<file path="src/rtl/prbs_chk_pkg.sv">
package prbs_chk_pkg;

    typedef enum logic [1:0] {
        ST_IDLE = 2'd0,
        ST_SEED = 2'd1,
        ST_HUNT = 2'd2,
        ST_LOCK = 2'd3
    } chk_state_e;

    function automatic int max_of(input int a, input int b);
        return (a > b) ? a : b;
    endfunction

endpackage

</file>
<file path="src/rtl/prbs_pred.sv">
// Local sequence predictor: a shift register that either copies the
// received stream (self-synchronising) or runs on its own prediction.
module prbs_pred #(
    parameter int LONG_ORD  = 23,
    parameter int LONG_TAP  = 18,
    parameter int SHORT_ORD = 15,
    parameter int SHORT_TAP = 14
) (
    input  logic clk,
    input  logic rst_n,
    input  logic shift_en,
    input  logic use_long,
    input  logic take_rx,
    input  logic rx_bit,
    output logic pred_bit
);
    import prbs_chk_pkg::*;

    localparam int REG_W = max_of(LONG_ORD, SHORT_ORD);

    logic [REG_W-1:0] sr_q;
    logic             long_fb;
    logic             short_fb;
    logic             in_bit;

    // r[k] holds the bit sampled k+1 edges ago
    generate
        if (REG_W == LONG_ORD) begin : g_long_full
            assign long_fb = sr_q[LONG_ORD-1] ^ sr_q[LONG_TAP-1];
        end else begin : g_long_part
            assign long_fb = sr_q[LONG_ORD-1] ^ sr_q[LONG_TAP-1];
        end
    endgenerate

    assign short_fb = sr_q[SHORT_ORD-1] ^ sr_q[SHORT_TAP-1];
    assign pred_bit = use_long ? long_fb : short_fb;
    assign in_bit   = take_rx ? rx_bit : pred_bit;

    always_ff @(posedge clk or negedge rst_n) begin
        if (!rst_n) begin
            sr_q <= '0;
        end else if (shift_en) begin
            sr_q <= {sr_q[REG_W-2:0], in_bit};
        end
    end

endmodule

</file>
<file path="config.mk">
export PLATFORM = sky130hd
export DESIGN_NAME = prbs_pred
export DESIGN_NICKNAME = d
export VERILOG_FILES = /design/src/rtl/prbs_chk_pkg.sv /design/src/rtl/prbs_pred.sv
export SDC_FILE = /design/constraint.sdc
export NUM_CORES = 1
export LEC_CHECK = 0
export BUFFER_PORTS_ARGS = -buffer_cell sky130_fd_sc_hd__buf_2
export CORE_MARGIN = 2
export CORE_UTILIZATION = 55
export CTS_BUF_LIST = sky130_fd_sc_hd__clkbuf_8
export DETAILED_ROUTE_END_ITERATION = 6
export HOLD_SLACK_MARGIN = 0.03
export PLACE_DENSITY = 0.74
export SETUP_SLACK_MARGIN = 0.05
export SYNTH_ARGS = -nofsm -noshare
export SYNTH_HDL_FRONTEND = slang
export SYNTH_SLANG_ARGS = --single-unit
</file>
<file path="constraint.sdc">
create_clock -name clk -period 2.5 [get_ports clk]
set_input_delay 0.25 -clock clk [delete_from_list [all_inputs] [get_ports clk]]
set_output_delay 0.25 -clock clk [all_outputs]
set_load 0.05 [all_outputs]
</file>
==> impl_summary.txt <==
----------------------------------------------------
[Run status]
  Result of the run ... finished clean

[Place]
  Count of input and output buffers ... 6
  Final Wtd Congestion ... 0.641
  Placed wire-length estimate ... 698 microns

[Cells and area]
  Diodes inserted ... 0
  Count of nets after finishing ... 71
  Leading registers by flop count ... sr_q x23
  Synthesis-to-layout area growth ... 7.62%
  Register bank with the most flops ... sr_q
  Layout cell share with drive strength beyond 1 ... 50.0%
  Filler cells ... 118
  Max FFs per register ... 23

[Clock tree]
  Post-CTS Hold Fix Bufs ... 1
  Setup Fix Bufs, Post-CTS ... 0
  Level count of the clock H-tree ... 1
  CTS tree ... built
  Post-CTS sizing ... 0
  Clock insertion delay at the later pin of the skew report ... 0.26 ns
  CTS clk-pin slew, worst paths ... 0.07 ns
  Clock sink total ... 23
  Clk Tree Root Cell ... sky130_fd_sc_hd__clkbuf_8
  Largest buffer count on any clock path ... 2
  Clock buffers created by TritonCTS ... 3

[Power]
  Total power consumption of the routed design ... 1.23 mW
  Pleak ... 0.509 nW
  Power per cell area ... 1200 mW/mm^2
  VDD IR-drop max ... 0.00104 V

[Drt]
  Detail-routed net length per standard cell ... 14.5 microns
  Count of antenna-violating nets left after detailed routing ... 0
  Count of vias placed by the detailed router ... 424
  Post-detailed-route DRC marker count ... 0
  DR vias/cell ... 5.23
  Final Routed Wirelength ... 1.18 mm
  Starting DRT DRC Count ... 0
  1st-pass router iterations ... 1

[Floorplan]
  Vertical extent of the die ... 45.6 microns
  Count of pins on the block boundary ... 7
  DIE WIDTH ... 45.6 microns
  Standard-cell rows ... 15
  Area of the core region ... 0.00167 sq mm
  Initial Util ... 57.0%
  Area of the die ... 0.00208 sq mm

[Yosys]
  Seq cells post-synth ... 23
  Synthesized netlist net count ... 62
  Mapped Avg Cell Area ... 17.0 sq um
  Synth Warn # ... 0
  Portion of synthesized cell area occupied by the leading cell type ... 60.4%
  Yosys top cell by area ... sky130_fd_sc_hd__dfrtp_1
  Count of different cell masters after synthesis ... 10
  Portion of the post-synthesis area used by sequential elements ... 60.4%
  Syn Inst Count ... 56
  Biggest area contributors in the synthesized netlist ... sky130_fd_sc_hd__dfrtp_1 (60%), sky130_fd_sc_hd__mux2_4 (16%), sky130_fd_sc_hd__mux2_2 (14%), sky130_fd_sc_hd__buf_6 (3.5%), sky130_fd_sc_hd__xnor2_1 (1.8%)
  Total standard cell area after synthesis ... 952 sq um

[Setup path]
  Maximum fanout along the worst path ... 3
  Worst setup path startpoint ... sr_q[17]
  Capturing element type of the critical path ... primary output
  Crit path launch type ... flip-flop
  Category of the critical setup timing path ... flip-flop to primary output
  Reg-to-reg setup timing slack ... 1.44 ns
  Worst setup path end ... pred_bit
  Reg-to-reg critical path startpoint ... sr_q[17]
  Endpoint of the worst-slack reg-to-reg timing path ... sr_q[0]
  Required arrival time at the worst endpoint ... 2.25 ns
  Arrival time at the worst endpoint ... 1.30 ns
  Number of cells on the worst reg-to-reg path ... 3

[Global routing]
  Pin count of the biggest net entering global routing ... 26
  First-pass GRT wire length ... 1.93 mm
  Global-route usage over all layers ... 14.6%
  Number of antenna violations at the first check in global routing ... 0
  Vias in the first global route ... 415
  Congestion Overflow GR ... 0

[Timing]
  Worst slew pin tran ... 0.602 ns
  Clock Skews ... 0.00248 ns
  Max-slew headroom ... 59.9%
  Final Hold Vio Count ... 0
  Time the worst path needs with I/O delays and setup ... 1.55 ns
  Finish-stage setup viols ... 0
  FMAX ... 647 MHz
  Setup TNS ... 0 ns
  Ratio of final minimum period to clock period ... 61.9%
  RSZ-0062 raised after global routing ... false
  Number of max-slew violations in the final report ... 0

[Worst hold path]
  Path class of the lowest-slack min-delay path ... primary input to flip-flop

[Flow run]
  Maxcap violations ... 0

----------------------------------------------------
[worst min path at each step]
| stage | from | to | slack (ns) | cells after the start |
|---|---|---|---|---|
| 2_1_floorplan | rst_n | sr_q[0] | -0.05 | 0 |
| 3_3_place_gp | rst_n | sr_q[8] | 0.24 | 1 |
| 3_5_place_dp | rst_n | sr_q[9] | 0.24 | 1 |
| 4_1_cts | take_rx | sr_q[0] | 0.33 | 3 |
| 5_1_grt | take_rx | sr_q[0] | 0.34 | 3 |
| 6_report | take_rx | sr_q[0] | 0.33 | 3 |
[cell type report]
type                       instances  area (sq um)  area share [%]
sequential                        23           576            56.2
multi-input combinational         28           335            32.7
clock buffer                       3          41.3            4.03
timing repair buffer               7          40.0            3.91
tap                               17          21.3            2.08
inverter                           2          7.51           0.733
clock inverter                     1          3.75           0.366
[metrics by stage]
stage | hold WS, ns | setup WS [ns] | area [sq um] | std cells | utilization [%]
floorplan | -0.0456 | 1.12 | 952 | 56 | -
global placement | 0.237 | 1.25 | 970 | 76 | 58.1
detailed placement | 0.238 | 1.24 | 970 | 76 | 58.1
CTS | 0.329 | 0.941 | 1020 | 81 | 61.3
global route | 0.338 | 0.892 | 1020 | 81 | 61.3
finish | 0.330 | 0.953 | 1020 | 81 | 61.3
[metal layers]
layer  up-vias  global-route usage, %  part of all wire, %
li1        209                      -                    -
met1       202                   19.9                   51
met2         9                   18.6                   42
met3         4                   5.95                  4.2
met4         0                   10.6                  2.9
met5         -                      0                    0
[kinds of logic after synthesis]
kind of cell              synth area share (%)
and+or+nand+nor                          0.525
AOI/OAI and AO/OA                         1.45
muxes                                     31.4
xor gates and xnor gates                  1.84
buffers and inverters                     4.34
DFF                                       60.4
[placed cells by master (no fill, tap or decap)]
cell type                       Yosys  final
sky130_fd_sc_hd__dfrtp_1           23     23
sky130_fd_sc_hd__mux2_2            12     12
sky130_fd_sc_hd__mux2_4            10     10
sky130_fd_sc_hd__buf_2              0      6
sky130_fd_sc_hd__inv_1              2      3
sky130_fd_sc_hd__clkbuf_8           0      3
sky130_fd_sc_hd__xnor2_1            2      2
sky130_fd_sc_hd__mux2i_2            1      1
sky130_fd_sc_hd__nand3_1            1      1
sky130_fd_sc_hd__o21ai_0            1      1
sky130_fd_sc_hd__a31o_1             1      1
sky130_fd_sc_hd__dlygate4sd3_1      0      1
[Yosys cell counts]
master                    count
sky130_fd_sc_hd__a31o_1       1
sky130_fd_sc_hd__buf_6        3
sky130_fd_sc_hd__dfrtp_1     23
sky130_fd_sc_hd__inv_1        2
sky130_fd_sc_hd__mux2_2      12
sky130_fd_sc_hd__mux2_4      10
sky130_fd_sc_hd__mux2i_2      1
sky130_fd_sc_hd__nand3_1      1
sky130_fd_sc_hd__o21ai_0      1
sky130_fd_sc_hd__xnor2_1      2
[power by group]
part	internal, mW	leakage, nW	switching [mW]
logic	0.224	0.189	0.142
clock network	0.109	0.0269	0.108
registers	0.545	0.294	0.100
total	0.878	0.509	0.350
[critical path: stages, from the launching register on]
cell and delay, ns:
sky130_fd_sc_hd__dfrtp_1 0.41, sky130_fd_sc_hd__xnor2_1 0.15, sky130_fd_sc_hd__mux2i_2 0.18, sky130_fd_sc_hd__buf_2 0.30
No activity file was read; power rests on OpenSTA's default activity.
